**src/rtl/droop_pkg.sv**
```systemverilog
package droop_pkg;
  localparam int WORD_W = 16;
  localparam int MANT_W = 11;
  localparam int EXP_W  = WORD_W - MANT_W;
  localparam int NCH    = 2;
  localparam logic [EXP_W-1:0] EXP_FIXED = 5'b11010;

  // membership of the mantissa low byte in the channel-A code set
  function automatic logic code_listed(input logic [7:0] m);
    logic hit;
    hit = 1'b0;
    if (m inside {8'h00, 8'h08, 8'h10, 8'h14, 8'h18, 8'h1C, 8'h20,
                  8'h24, 8'h28, 8'h30})            hit = 1'b1;
    if (m >= 8'h33 && m <= 8'h44)                  hit = 1'b1;
    if (m >= 8'h48 && m <= 8'h98 && m[2:0] == 3'd0) hit = 1'b1;
    if (m inside {8'h7C, 8'h84, 8'h8C})            hit = 1'b1;
    if (m >= 8'h9B && m <= 8'hAC)                  hit = 1'b1;
    if (m inside {8'hB0, 8'hB8, 8'hC0, 8'hC8})     hit = 1'b1;
    return hit;
  endfunction
endpackage

```
**src/rtl/droop_code_check.sv**
```systemverilog
module droop_code_check
  import droop_pkg::*;
#(
  parameter logic [MANT_W-1:0] MANT_LIMIT = 11'h0C8
) (
  input  logic [WORD_W-1:0] word,
  output logic              legal
);
  logic exp_ok, high_zero, in_set, in_range;

  always_comb begin
    exp_ok    = (word[WORD_W-1:MANT_W] == EXP_FIXED);
    high_zero = (word[MANT_W-1:8] == '0);
    in_set    = code_listed(word[7:0]);
    in_range  = (word[MANT_W-1:0] <= MANT_LIMIT);
    legal     = exp_ok && high_zero && in_set && in_range;
  end
endmodule

```
**src/rtl/droop_chan_reg.sv**
```systemverilog
module droop_chan_reg
  import droop_pkg::*;
(
  input  logic              clk,
  input  logic              rst,
  input  logic [MANT_W-1:0] rst_mant,
  input  logic              we,
  input  logic [MANT_W-1:0] wr_mant,
  output logic [WORD_W-1:0] setting
);
  logic [MANT_W-1:0] mant_q;

  always_ff @(posedge clk) begin
    if (rst)     mant_q <= rst_mant;
    else if (we) mant_q <= wr_mant;
  end

  assign setting = {EXP_FIXED, mant_q};
endmodule

```
**src/rtl/droop_fault_status.sv**
```systemverilog
module droop_fault_status #(
  parameter int CML_ACC_BIT  = 7,
  parameter int CML_DATA_BIT = 6,
  parameter int SW_CML_BIT   = 1
) (
  input  logic        clk,
  input  logic        rst,
  input  logic        clr,
  input  logic        set_acc,
  input  logic        set_data,
  output logic [7:0]  cml_status,
  output logic [15:0] status_word,
  output logic        alert_n
);
  logic acc_q, data_q, acc_d, data_d;

  always_comb begin
    acc_d  = (acc_q  && !clr) || set_acc;
    data_d = (data_q && !clr) || set_data;
  end

  always_ff @(posedge clk) begin
    if (rst) begin
      acc_q   <= 1'b0;
      data_q  <= 1'b0;
      alert_n <= 1'b1;
    end else begin
      acc_q   <= acc_d;
      data_q  <= data_d;
      alert_n <= !(acc_d || data_d);
    end
  end

  always_comb begin
    cml_status               = '0;
    cml_status[CML_ACC_BIT]  = acc_q;
    cml_status[CML_DATA_BIT] = data_q;
    status_word              = '0;
    status_word[SW_CML_BIT]  = acc_q || data_q;
  end
endmodule

```
**src/rtl/droop_setting_bank.sv**
```systemverilog
module droop_setting_bank
  import droop_pkg::*;
#(
  parameter logic [7:0]        CMD_CODE = 8'h28,
  parameter logic [7:0]        PAGE_A   = 8'h00,
  parameter logic [7:0]        PAGE_B   = 8'h01,
  parameter logic [7:0]        PAGE_ALL = 8'hFF,
  parameter logic [MANT_W-1:0] LIM_A    = 11'h0C8,
  parameter logic [MANT_W-1:0] LIM_B    = 11'h038
) (
  input  logic              clk,
  input  logic              rst,
  input  logic              txn_done,
  input  logic [7:0]        txn_cmd,
  input  logic [7:0]        txn_page,
  input  logic              txn_write,
  input  logic              txn_word,
  input  logic [WORD_W-1:0] txn_wdata,
  input  logic [MANT_W-1:0] rst_mant_a,
  input  logic [MANT_W-1:0] rst_mant_b,
  input  logic              clear_faults,
  output logic [WORD_W-1:0] rd_data,
  output logic              rd_valid,
  output logic [WORD_W-1:0] set_a,
  output logic [WORD_W-1:0] set_b,
  output logic [7:0]        cml_status,
  output logic [15:0]       status_word,
  output logic              alert_n
);
  logic hit, page_all, page_ok, is_wr, is_rd, acc_bad, data_ok;
  logic [NCH-1:0] page_one, tgt, legal, we;
  logic [MANT_W-1:0] rst_mant [NCH];
  logic [WORD_W-1:0] chan_set [NCH];

  assign rst_mant[0] = rst_mant_a;
  assign rst_mant[1] = rst_mant_b;

  always_comb begin
    hit      = txn_done && (txn_cmd == CMD_CODE);
    page_all = (txn_page == PAGE_ALL);
    page_ok  = page_all || (|page_one);
    is_wr    = hit && txn_write && txn_word && page_ok;
    is_rd    = hit && !txn_write && txn_word && page_ok;
    acc_bad  = hit && !(txn_word && page_ok);
    data_ok  = &(~tgt | legal);
  end

  for (genvar g = 0; g < NCH; g++) begin : g_chan
    localparam logic [7:0]        MY_PAGE  = (g == 0) ? PAGE_A : PAGE_B;
    localparam logic [MANT_W-1:0] MY_LIMIT = (g == 0) ? LIM_A : LIM_B;

    assign page_one[g] = (txn_page == MY_PAGE);
    assign tgt[g]      = page_one[g] || page_all;
    assign we[g]       = is_wr && data_ok && tgt[g];

    droop_code_check #(.MANT_LIMIT(MY_LIMIT)) chk_u (
      .word  (txn_wdata),
      .legal (legal[g])
    );

    droop_chan_reg reg_u (
      .clk      (clk),
      .rst      (rst),
      .rst_mant (rst_mant[g]),
      .we       (we[g]),
      .wr_mant  (txn_wdata[MANT_W-1:0]),
      .setting  (chan_set[g])
    );
  end

  assign set_a = chan_set[0];
  assign set_b = chan_set[1];

  always_ff @(posedge clk) begin
    if (rst) begin
      rd_data  <= '0;
      rd_valid <= 1'b0;
    end else begin
      rd_valid <= is_rd;
      if (is_rd) rd_data <= page_one[1] ? chan_set[1] : chan_set[0];
    end
  end

  droop_fault_status fault_u (
    .clk         (clk),
    .rst         (rst),
    .clr         (clear_faults),
    .set_acc     (acc_bad),
    .set_data    (is_wr && !data_ok),
    .cml_status  (cml_status),
    .status_word (status_word),
    .alert_n     (alert_n)
  );
endmodule

```
**config.mk**
```make
export PLATFORM = sky130hd
export DESIGN_NAME = droop_setting_bank
export DESIGN_NICKNAME = d
export VERILOG_FILES = /design/src/rtl/droop_pkg.sv /design/src/rtl/droop_code_check.sv /design/src/rtl/droop_chan_reg.sv /design/src/rtl/droop_fault_status.sv /design/src/rtl/droop_setting_bank.sv
export SDC_FILE = /design/constraint.sdc
export NUM_CORES = 1
export LEC_CHECK = 0
export ABC_AREA = 1
export BUFFER_PORTS_ARGS = -buffer_cell sky130_fd_sc_hd__buf_2
export CELL_PAD_IN_SITES_DETAIL_PLACEMENT = 1
export CELL_PAD_IN_SITES_GLOBAL_PLACEMENT = 2
export CORE_ASPECT_RATIO = 0.6
export CORE_MARGIN = 2
export CORE_UTILIZATION = 23
export DETAILED_ROUTE_END_ITERATION = 10
export HOLD_SLACK_MARGIN = 0.08
export PLACE_DENSITY_LB_ADDON = 0.08
export SLEW_MARGIN = 20
export SYNTH_ARGS = -nofsm -noshare
export SYNTH_HDL_FRONTEND = slang
export SYNTH_SLANG_ARGS = --single-unit
```
**constraint.sdc**
```tcl
create_clock -name clk -period 2.05 [get_ports clk]
set_input_delay 0.1025 -clock clk [delete_from_list [all_inputs] [get_ports clk]]
set_output_delay 0.1025 -clock clk [all_outputs]
set_load 0.1 [all_outputs]
```
==> results of run 1 <==
-- logic make-up (layout without fill, tap and decap cells) --
group | Yosys count | count (layout) | synth area share
flip-flops | 38 | 38 | 0.395
buffers and inverters | 86 | 155 | 0.193
AO/OA/AOI/OAI | 41 | 41 | 0.0953
AND/OR/NAND/NOR | 172 | 172 | 0.314
other | 2 | 33 | 0.00303
-- routing by layer --
layer	global-route usage	up-vias
li1	-	1198
met1	0.183	1028
met2	0.200	77
met3	0.0485	7
met4	0.0288	0
met5	0	-
-- layout make-up --
class                   count  area (sq um)
inverters                  40           150
well taps                 139           174
repair buffers            107           578
multi-input cells         246          1140
fillers                  1344          7350
clock buffers               8           146
flip-flops and latches     38           981
-- layout by cell type, fill, tap and decap left out, types with 9 or more instances in the layout --
cell | netlist | final
edfxtp_1 | 22 | 22
nor2_1 | 23 | 23
a21oi_1 | 9 | 9
dfxtp_1 | 16 | 16
inv_1 | 37 | 37
o21ai_0 | 18 | 18
conb_1 | 2 | 33
nand2_1 | 112 | 112
nand3_1 | 16 | 16
buf_2 | 1 | 100
-- worst paths after layout --
path / slack, ns / cells after the start / end
worst max register to register: 1.10 / 4 / rd_data[5]$_SDFFE_PP0P_
worst min register to register: 0.44 / 2 / rd_data[2]$_SDFFE_PP0P_
worst max-delay path: 0.36 / 10 / g_chan[1].reg_u.mant_q[7]$_DFFE_PP_
worst min-delay path: 0.1 / 3 / g_chan[0].reg_u.mant_q[2]$_DFFE_PP_
-- state kept, by name, indices dropped and copies added (netlist names) --
name and flops:
fault_u.acc_q 1, fault_u.alert_n 1, fault_u.data_q 1, g_chan.reg_u.mant_q 22, rd_data 12, rd_valid 1
-- tightest hold or removal path: stages --
cell and delay (ns):
buf_2 0.08, nand2_1 0.04, nand2_1 0.05
-- power groups by stage --
stage | logic [mW] | clock network (mW) | registers, mW
after floorplan | 0.436 | 0 | 1.19
after global placement | 0.856 | 0 | 0.900
after detailed placement | 0.857 | 0 | 0.898
after CTS | 0.858 | 0.801 | 0.883
after global routing | 0.899 | 0.831 | 0.888
final | 0.853 | 0.780 | 0.881
-- through the flow --
stage / setup slack, ns / instance area, sq um / util / hold WS (ns)
2_1_floorplan: 0.360 / 2600 / - / 0.284
3_3_place_gp: 0.121 / 3020 / 0.287 / 0.386
3_5_place_dp: 0.0362 / 3020 / 0.287 / 0.386
4_1_cts: 0.332 / 3170 / 0.301 / 0.0888
5_1_grt: 0.176 / 3170 / 0.301 / 0.0946
6_report: 0.361 / 3170 / 0.301 / 0.0974
==> impl_metrics.json, run 1 <==
{
  "crit_start": "txn_wdata[9]",
  "crit_arrival_ns": 1.69,
  "via_per_inst": 4.00,
  "wirelength_um": 7690,
  "cts-resized-gates": 0,
  "fin_tns_setup_ns": 0,
  "r2r_start": "g_chan[0].reg_u.mant_q[5]$_DFFE_PP_",
  "clock_path_buffers": 2,
  "grt-ovfl-total": 0,
  "wl_met2_um": 3110,
  "cts_root_buf": "clkbuf_16",
  "final.period_utilization": 0.824,
  "cp_top_family": "simple AND/OR/NAND/NOR gates",
  "dp_hpwl_um": 6320,
  "min-delay-start": "rst_mant_a[2]",
  "wl_per_cell_um": 13.3,
  "wl_met3_um": 575,
  "yosysUniqueCellTypes": 31,
  "drt-pass1-iter-count": 4,
  "cts-buffers-inserted": 5,
  "fin_crit_ns": 1.69,
  "place_congestion": 0.874,
  "grt_use_total": 0.133,
  "cts_tree": "built",
  "cellPowerDensity_nw_per_um2": 793,
  "post-synth-top-count-cell": "nand2_1",
  "cts_sinks": 38,
  "worstPathCellList": "buf_2 > or3_1 > nor4_1 > nand3_1 > nand2_1 > nand2_2 > nor2_2 > nand2_1 > nand2_1 > buf_12",
  "clkSlewWorstSetupHoldPaths_ns": 0.06,
  "seq_area_frac_synth": 0.395,
  "cellInternalPower_mw": 1.47,
  "postCtsSetupBuffers": 0,
  "ir_drop_mv": 0.308,
  "synth_edf_count": 22,
  "drcViolationCount": 0,
  "syn2layout_area_growth_pct": 27.7,
  "die_h_um": 84.5,
  "drv_cap": 0,
  "finClkSkew_ns": 0.00341,
  "pwr-share-seq": 0.351,
  "yosys.area.top_type": "edfxtp_1",
  "drt-met1-wl_um": 3930,
  "synth_area_leaders": "edfxtp_1, nand2_1, dfxtp_1, buf_4, inv_1",
  "nets": 498,
  "rsz0062_at_grt": "false",
  "grt_pass1_vias": 2314,
  "status": "finished clean",
  "report.final.slew_viol_count": 0,
  "synth_warnings": 0,
  "p_leak_nw": 1.66,
  "start_util": 0.236,
  "crit_buf_inv": 2,
  "syn_area_per_cell_sq_um": 7.32,
  "io_pins": 134,
  "grt_max_degree": 27,
  "diodes": 0,
  "power_mw": 2.51,
  "grt_pass1_wl_um": 12000,
  "htreeDepth": 2,
  "die_w_um": 138,
  "dieArea_sq_um": 11700,
  "relSlewSlack": 0.659,
  "highest_layer": "met4",
  "core_area_sq_um": 10500,
  "drive_gt1_frac": 0.312,
  "slowest_stage": "or3_1",
  "ant_nets": 0,
  "clk_latency_ns": 0.28,
  "required_ns": 2.05,
  "power.switching_mw": 1.05,
  "power.share.clock": 0.310,
  "drtIter0Drc": 74,
  "worstSetupStartpointType": "input port",
  "antenna_found_initial": 0,
  "worstSetupPathType": "in2reg",
  "end_kind": "flip-flop",
  "row_count": 29,
  "dp_cells": 570,
  "p_comb_frac": 0.339,
  "synthArstFlopShare": 0,
  "postCtsHoldBufs": 0,
  "final-setup-viol-count": 0,
  "path_max_fanout": 11,
  "worst_pin_slew_ns": 0.515,
  "synthCells": 339,
  "synth_ff_type": "edfxtp_1",
  "ys_seq_elements": 38,
  "synthesis.area_sq_um": 2480,
  "vias": 2310,
  "netlist_top_cells_count": "nand2_1, buf_4, inv_1, nor2_1, edfxtp_1",
  "p_sw_frac": 0.416,
  "timing.critical_path.mode_cell": "nand2_1",
  "hp-class": "in2reg",
  "max_stage_delay_ns": 0.45,
  "fmax_mhz": 592,
  "stdcell_count": 578,
  "portBuffers": 100,
  "synth.top_cell.area_share": 0.266,
  "finalHoldViolCount": 0
}
No activity file was read; power rests on OpenSTA's default activity.
==> run 2, diff against run 1 <==
--- a/config.mk
+++ b/config.mk
@@ -11,7 +11,7 @@
 export CELL_PAD_IN_SITES_GLOBAL_PLACEMENT = 2
 export CORE_ASPECT_RATIO = 0.6
 export CORE_MARGIN = 2
-export CORE_UTILIZATION = 23
+export CORE_UTILIZATION = 21
 export DETAILED_ROUTE_END_ITERATION = 10
 export HOLD_SLACK_MARGIN = 0.08
 export PLACE_DENSITY_LB_ADDON = 0.08
==> constraint.sdc (replaced) <==
create_clock -name clk -period 1.37 [get_ports clk]
set_input_delay 0.0685 -clock clk [delete_from_list [all_inputs] [get_ports clk]]
set_output_delay 0.0685 -clock clk [all_outputs]
set_load 0.1 [all_outputs]
==> run 2 against run 1 <==
The run now ends with negative setup slack left. Via count grew 11%. Highest routed layer unchanged. Cell area increased by 26%. Clock power increased by 50%.
==> impl_metrics.json, run 2 (synthesis gave the netlist of run 1 again) <==
{
  "fin_ws_ns": -0.0941,
  "drt-pass1-iter-count": 4,
  "crit_buf_inv": 3,
  "worstSetupPathType": "in2reg",
  "start_util": 0.218,
  "drtIter0Drc": 76,
  "cp_top_family": "simple AND/OR/NAND/NOR gates",
  "die_w_um": 144,
  "grt_max_degree": 25,
  "timing.critical_path.mode_cell": "nand3_1",
  "final.period_utilization": 1.07,
  "grt-ovfl-total": 0,
  "die_h_um": 88.2,
  "ir_drop_mv": 0.363,
  "r2r_start": "g_chan[0].reg_u.mant_q[7]$_DFFE_PP_",
  "final-setup-viol-count": 22,
  "syn2layout_area_growth_pct": 61.4,
  "largest_reg_flops": 22,
  "finClkSkew_ns": 0.00191,
  "nets": 547,
  "rr_endpoint": "rd_data[7]$_SDFFE_PP0P_",
  "grt_pass1_wl_um": 13600,
  "p_leak_nw": 2.03,
  "end_kind": "flip-flop",
  "clkSlewWorstSetupHoldPaths_ns": 0.05,
  "violations": "negative setup slack",
  "power_mw": 3.96,
  "io_pins": 134,
  "vias": 2566,
  "wirelength_um": 9050,
  "worstRegToRegCells": 4,
  "layout_common_cells": "nand2_1, buf_2, buf_4, conb_1, inv_1",
  "crit_arrival_ns": 1.46,
  "status": "finished with violations",
  "cts-buffers-inserted": 5,
  "ant_nets": 0,
  "report.final.slew_viol_count": 0,
  "nFillCells": 1420,
  "drive_gt1_frac": 0.451,
  "stdcell_count": 649,
  "core_area_sq_um": 11400,
  "hold_ws_ns": 0.0783,
  "path_max_fanout": 6,
  "portBuffers": 100,
  "cts_sinks": 38,
  "cts_root_buf": "clkbuf_16",
  "crit_start": "txn_wdata[7]",
  "top_regs": "g_chan.reg_u.mant_q: 22 flops, rd_data: 12 flops",
  "via_per_inst": 3.95,
  "max_stage_delay_ns": 0.14,
  "clk_latency_ns": 0.28,
  "top_register": "g_chan.reg_u.mant_q",
  "dp_cells": 620,
  "htreeDepth": 2,
  "cellPowerDensity_nw_per_um2": 989,
  "dieArea_sq_um": 12700,
  "drv_cap": 0,
  "row_count": 30,
  "wl_per_cell_um": 13.9,
  "clock_path_buffers": 2,
  "fin_crit_ns": 1.46,
  "place_area_sq_um": 3290,
  "layout.cells.most_common": "nand2_1",
  "grt_pass1_vias": 2612,
  "fmax_mhz": 683,
  "rrSetupSlack_ns": 0.44,
  "design_area_sq_um": 4010,
  "antenna_found_initial": 1,
  "endpoint": "g_chan[1].reg_u.mant_q[1]$_DFFE_PP_",
  "place_congestion": 0.830,
  "cts_tree": "built",
  "worstSetupStartpointType": "input port",
  "worstPathCellList": "buf_6 > inv_6 > buf_4 > nand3_1 > nand3_1 > o21ai_0 > o21ai_1 > nand2_1 > nand3_1 > nand2_1 > nand2_2 > nor2_4 > nand2_4 > nand2_8",
  "hp-class": "in2reg",
  "cp.depth": 14,
  "finalHoldViolCount": 0,
  "pre_cts_ws_ns": -0.463,
  "dp_hpwl_um": 7000,
  "slowest_stage": "buf_4",
  "required_ns": 1.36,
  "rsz0062_at_grt": "true",
  "drcViolationCount": 0,
  "grt_use_total": 0.142
}
run 2: cell types whose count changed in the layout (fill, tap and decap cells not counted), moves of 7 or more:
cell,before,now
buf_4,5,34
o21ai_0,18,1
nand2_1,112,98
dlygate4sd3_1,0,13
buf_6,0,11
buf_2,100,90
nand2_2,4,11
nor2_4,0,7
o21ai_1,5,12
run 2: final cells by class:
type | instances | area, sq um | area share
Timing Repair Buffer | 154 | 1080 | 0.269
Multi-Input combinational cell | 248 | 1430 | 0.357
Tap cell | 160 | 200 | 0.0500
Clock inverter | 1 | 5.00 | 0.00125
Clock buffer | 7 | 143 | 0.0356
Antenna cell | 1 | 2.50 | 0.000624
Inverter | 40 | 163 | 0.0406
Sequential cell | 38 | 982 | 0.245
run 2: worst min-delay path by stage:
| stage | cells after the start | slack [ns] | end | start |
|---|---|---|---|---|
| 2_1_floorplan | 2 | 0.25 | g_chan[1].reg_u.mant_q[9]$_DFFE_PP_ | rst_mant_b[9] |
| 3_3_place_gp | 3 | 0.35 | g_chan[1].reg_u.mant_q[9]$_DFFE_PP_ | rst_mant_b[9] |
| 3_5_place_dp | 3 | 0.35 | g_chan[1].reg_u.mant_q[9]$_DFFE_PP_ | rst_mant_b[9] |
| 4_1_cts | 3 | 0.08 | g_chan[1].reg_u.mant_q[1]$_DFFE_PP_ | rst_mant_b[1] |
| 5_1_grt | 3 | 0.10 | g_chan[0].reg_u.mant_q[1]$_DFFE_PP_ | rst_mant_a[1] |
| 6_report | 3 | 0.08 | g_chan[1].reg_u.mant_q[0]$_DFFE_PP_ | rst_mant_b[0] |
run 2: report_power, final:
group | leakage, nW | switching, mW | total, mW | internal [mW]
logic | 1.61 | 1.16 | 1.46 | 0.303
registers | 0.344 | 0.0426 | 1.33 | 1.28
clock network | 0.0739 | 0.452 | 1.17 | 0.722
total | 2.03 | 1.65 | 3.96 | 2.31
run 2: worst reg2reg max path, cell delays in order (launching register included):
cell and delay, ns:
edfxtp_1 0.44, nand2_1 0.10, o21ai_1 0.09, o21ai_2 0.15, a21oi_1 0.04
run 2: what timing repair did:
action                                 4_1_cts  5_1_grt
resized for setup                           50       49
setup endpoints to repair                   22       34
buffers inserted                             2        2
endpoints found under the hold margin       13        0
cloned                                       2        2
pin swaps                                   12       25
hold buffers                                13        0
run 2: stage by stage:
step / util / setup TNS [ns]
6_report: 0.351 / -1.55
5_1_grt: 0.351 / -4.80
4_1_cts: 0.330 / -1.87
3_5_place_dp: 0.288 / -13.30
3_3_place_gp: 0.288 / -13.08
2_1_floorplan: - / -1.86
run 2: routing by layer:
layer	vias to the layer above	track usage	share of wire
li1	1312	-	-
met1	1160	0.211	0.52
met2	88	0.208	0.40
met3	6	0.0395	0.074
met4	0	0.0238	0.0056
met5	-	0	0
==> run 3, diff against run 2 <==
--- a/config.mk
+++ b/config.mk
@@ -5,13 +5,12 @@
 export SDC_FILE = /design/constraint.sdc
 export NUM_CORES = 1
 export LEC_CHECK = 0
-export ABC_AREA = 1
 export BUFFER_PORTS_ARGS = -buffer_cell sky130_fd_sc_hd__buf_2
 export CELL_PAD_IN_SITES_DETAIL_PLACEMENT = 1
 export CELL_PAD_IN_SITES_GLOBAL_PLACEMENT = 2
 export CORE_ASPECT_RATIO = 0.6
 export CORE_MARGIN = 2
-export CORE_UTILIZATION = 21
+export CORE_UTILIZATION = 22
 export DETAILED_ROUTE_END_ITERATION = 10
 export HOLD_SLACK_MARGIN = 0.08
 export PLACE_DENSITY_LB_ADDON = 0.08
==> run 3 against run 2 <==
Synthesized cell count fell by 24%. Combinational power decreased by 7%. Critical path depth shrank 5. Critical path type unchanged. Final cell count fell by 14%. Maximum frequency shrank 21%. Synthesized area shrank 6.1%. Setup slack lost 0.39 ns. Global-route usage down 0.13 points. Count of clock-buffer cells in the layout shrank 1. The flow still finishes with violations (negative setup slack). Cell area decreased by 6.4%. Routed wire length decreased by 9.0%.
==> impl_metrics.json, run 3 <==
{
  "dp_cells": 515,
  "nets": 477,
  "p_leak_nw": 1.81,
  "synthArstFlopShare": 0,
  "report.final.slew_viol_count": 0,
  "fin_ws_ns": -0.488,
  "seq_area_frac_synth": 0.421,
  "place_congestion": 0.753,
  "diodes": 0,
  "drcViolationCount": 0,
  "fmax_mhz": 538,
  "final-setup-viol-count": 37,
  "place_area_sq_um": 3200,
  "clkSlewWorstSetupHoldPaths_ns": 0.05,
  "ys_seq_elements": 38,
  "violations": "negative setup slack",
  "crit_arrival_ns": 1.90,
  "r2r_start": "fault_u.data_q$_SDFF_PP0_",
  "largest_reg_flops": 22,
  "syn_area_per_cell_sq_um": 9.10,
  "timing.critical_path.mode_cell": "buf_6",
  "row_count": 29,
  "rrSetupSlack_ns": 0.19,
  "rsz0062_at_grt": "true",
  "via_per_inst": 4.13,
  "synth_edf_count": 22,
  "drtIter0Drc": 44,
  "top_regs": "g_chan.reg_u.mant_q: 22 flops, rd_data: 12 flops",
  "required_ns": 1.41,
  "drt-pass1-iter-count": 4,
  "fin_tns_setup_ns": -16.11,
  "start_util": 0.223,
  "cellPowerDensity_nw_per_um2": 1010,
  "hp-class": "in2reg",
  "pwr-share-seq": 0.348,
  "yosysUniqueCellTypes": 43,
  "worst_pin_slew_ns": 0.567,
  "grt_use_total": 0.141,
  "synth_area_leaders": "edfxtp_1, dfxtp_1, buf_4, nand2_1, mux2i_1",
  "relSlewSlack": 0.617,
  "synth.top_cell.area_share": 0.284,
  "netlist_top_cells_count": "nand2_1, buf_4, edfxtp_1, nor2_1, dfxtp_1",
  "power.switching_mw": 1.57,
  "finClkSkew_ns": 0.00461,
  "synthCells": 256,
  "io_pins": 134,
  "status": "finished with violations",
  "ant_nets": 0,
  "cts_tree": "built",
  "max_stage_delay_ns": 0.53,
  "grt_max_degree": 38,
  "vias": 2301,
  "crit_start": "txn_page[4]",
  "holdPathStages": 3,
  "layout.cells.most_common": "buf_2",
  "path_max_fanout": 6,
  "top_register": "g_chan.reg_u.mant_q",
  "cts-buffers-inserted": 5,
  "end_kind": "flip-flop",
  "pre_cts_ws_ns": -0.810,
  "post-route-util": 0.359,
  "dieArea_sq_um": 11500,
  "worstSetupPathType": "in2reg",
  "design_area_sq_um": 3750,
  "die_w_um": 137,
  "rr_endpoint": "fault_u.alert_n$_SDFF_PP1_",
  "finalHoldViolCount": 0,
  "yosys.area.top_type": "edfxtp_1",
  "power.share.clock": 0.293,
  "grt_pass1_wl_um": 12000,
  "endpoint": "g_chan[1].reg_u.mant_q[4]$_DFFE_PP_",
  "clk_latency_ns": 0.28,
  "htreeDepth": 2,
  "drive_gt1_frac": 0.450,
  "grt_pass1_vias": 2161,
  "final.period_utilization": 1.36,
  "layout_common_cells": "buf_2, nand2_1, buf_4, conb_1, edfxtp_1",
  "synthesis.area_sq_um": 2330,
  "dp_hpwl_um": 5960,
  "slowest_stage": "or4_4",
  "fin_crit_ns": 1.86,
  "worstSetupStartpointType": "input port",
  "p_comb_frac": 0.359,
  "drv_cap": 0,
  "post-synth-top-count-cell": "nand2_1",
  "worstPathCellList": "buf_6 > or4_4 > nor4_4 > buf_4 > o21ai_1 > a41oi_1 > nand4_1 > buf_6 > a41o_4",
  "synth_ff_type": "edfxtp_1",
  "nFillCells": 1270,
  "portBuffers": 100,
  "grt-ovfl-total": 0,
  "wl_per_cell_um": 14.8,
  "wirelength_um": 8240,
  "synth_warnings": 0,
  "syn2layout_area_growth_pct": 61.1,
  "cellInternalPower_mw": 2.23,
  "antenna_found_initial": 0,
  "p_sw_frac": 0.412,
  "cts_sinks": 38,
  "die_h_um": 83.7,
  "core_area_sq_um": 10500,
  "cts_root_buf": "clkbuf_16",
  "ir_drop_mv": 0.441,
  "clock_path_buffers": 2,
  "stdcell_count": 557,
  "worstRegToRegCells": 5
}
[run 3: cell types whose count changed after synthesis, moves of 5 or more]
cell / previous run / this run
nand2_1: 112 / 50
o21ai_1: 5 / 0
nand2b_1: 0 / 13
a211oi_2: 0 / 7
mux2i_1: 0 / 11
a21oi_1: 9 / 2
o21ai_0: 18 / 10
nand3_1: 16 / 4
clkbuf_1: 6 / 11
inv_1: 37 / 5
a211oi_1: 0 / 7
[run 3: power by group through the flow]
stage	Combinational, mW	Sequential, mW	Clock (mW)
floorplan	0.629	1.78	0
finish	1.36	1.32	1.11
CTS	1.35	1.32	1.15
global route	1.42	1.33	1.21
global placement	1.29	1.35	0
detailed placement	1.29	1.35	0
[run 3: repair_timing]
item	CTS	global route
gates cloned	2	2
buffers inserted	7	3
hold endpoints to repair	21	0
hold buffers	21	0
setup endpoints to repair	37	39
pin swaps	1	11
gates resized for setup	6	11
[run 3: worst min-delay path by stage]
stage	start	end	slack [ns]
floorplan	rst_mant_b[9]	g_chan[1].reg_u.mant_q[9]$_DFFE_PP_	0.25
global placement	rst_mant_a[8]	g_chan[0].reg_u.mant_q[8]$_DFFE_PP_	0.35
detailed placement	rst_mant_b[8]	g_chan[1].reg_u.mant_q[8]$_DFFE_PP_	0.35
CTS	rst_mant_b[0]	g_chan[1].reg_u.mant_q[0]$_DFFE_PP_	0.09
global route	rst_mant_b[0]	g_chan[1].reg_u.mant_q[0]$_DFFE_PP_	0.12
finish	rst_mant_b[0]	g_chan[1].reg_u.mant_q[0]$_DFFE_PP_	0.11
[run 3: kinds of logic (layout without fill, tap and decap cells)]
family	after synthesis	count (layout)	share of synthesized area
simple gates	107	107	0.232
buf+inv	57	186	0.157
flops	38	38	0.421
other cells	2	33	0.00322
mux	11	11	0.0473
compound gates	41	43	0.140
[run 3: cell type report]
type	count	area [sq um]	share of cell area
clock buffer	6	129	0.0343
inverter	5	22.5	0.00600
tap	139	174	0.0463
sequential	38	982	0.262
timing repair buffer	173	1190	0.318
clock inverter	2	8.76	0.00233
multi-input combinational	194	1240	0.331
[run 3: routing by layer]
| metal | share of wire | GRT usage |
|---|---|---|
| met1 | 0.50 | 0.204 |
| met2 | 0.42 | 0.204 |
| met3 | 0.067 | 0.0419 |
| met4 | 0.012 | 0.0337 |
| met5 | 0 | 0 |
[run 3: worst max-delay path, delay by kind of cell]
kind,cells,cell delay (ns)
AND/OR/NAND/NOR,3,0.85
buffers and inverters,3,0.42
AO/OA/AOI/OAI,3,0.56
[run 3: through the flow]
step	hold slack (ns)	total power, mW
6_report	0.115	3.80
5_1_grt	0.115	3.95
4_1_cts	0.0949	3.83
3_5_place_dp	0.350	2.64
3_3_place_gp	0.353	2.64
2_1_floorplan	0.250	2.40
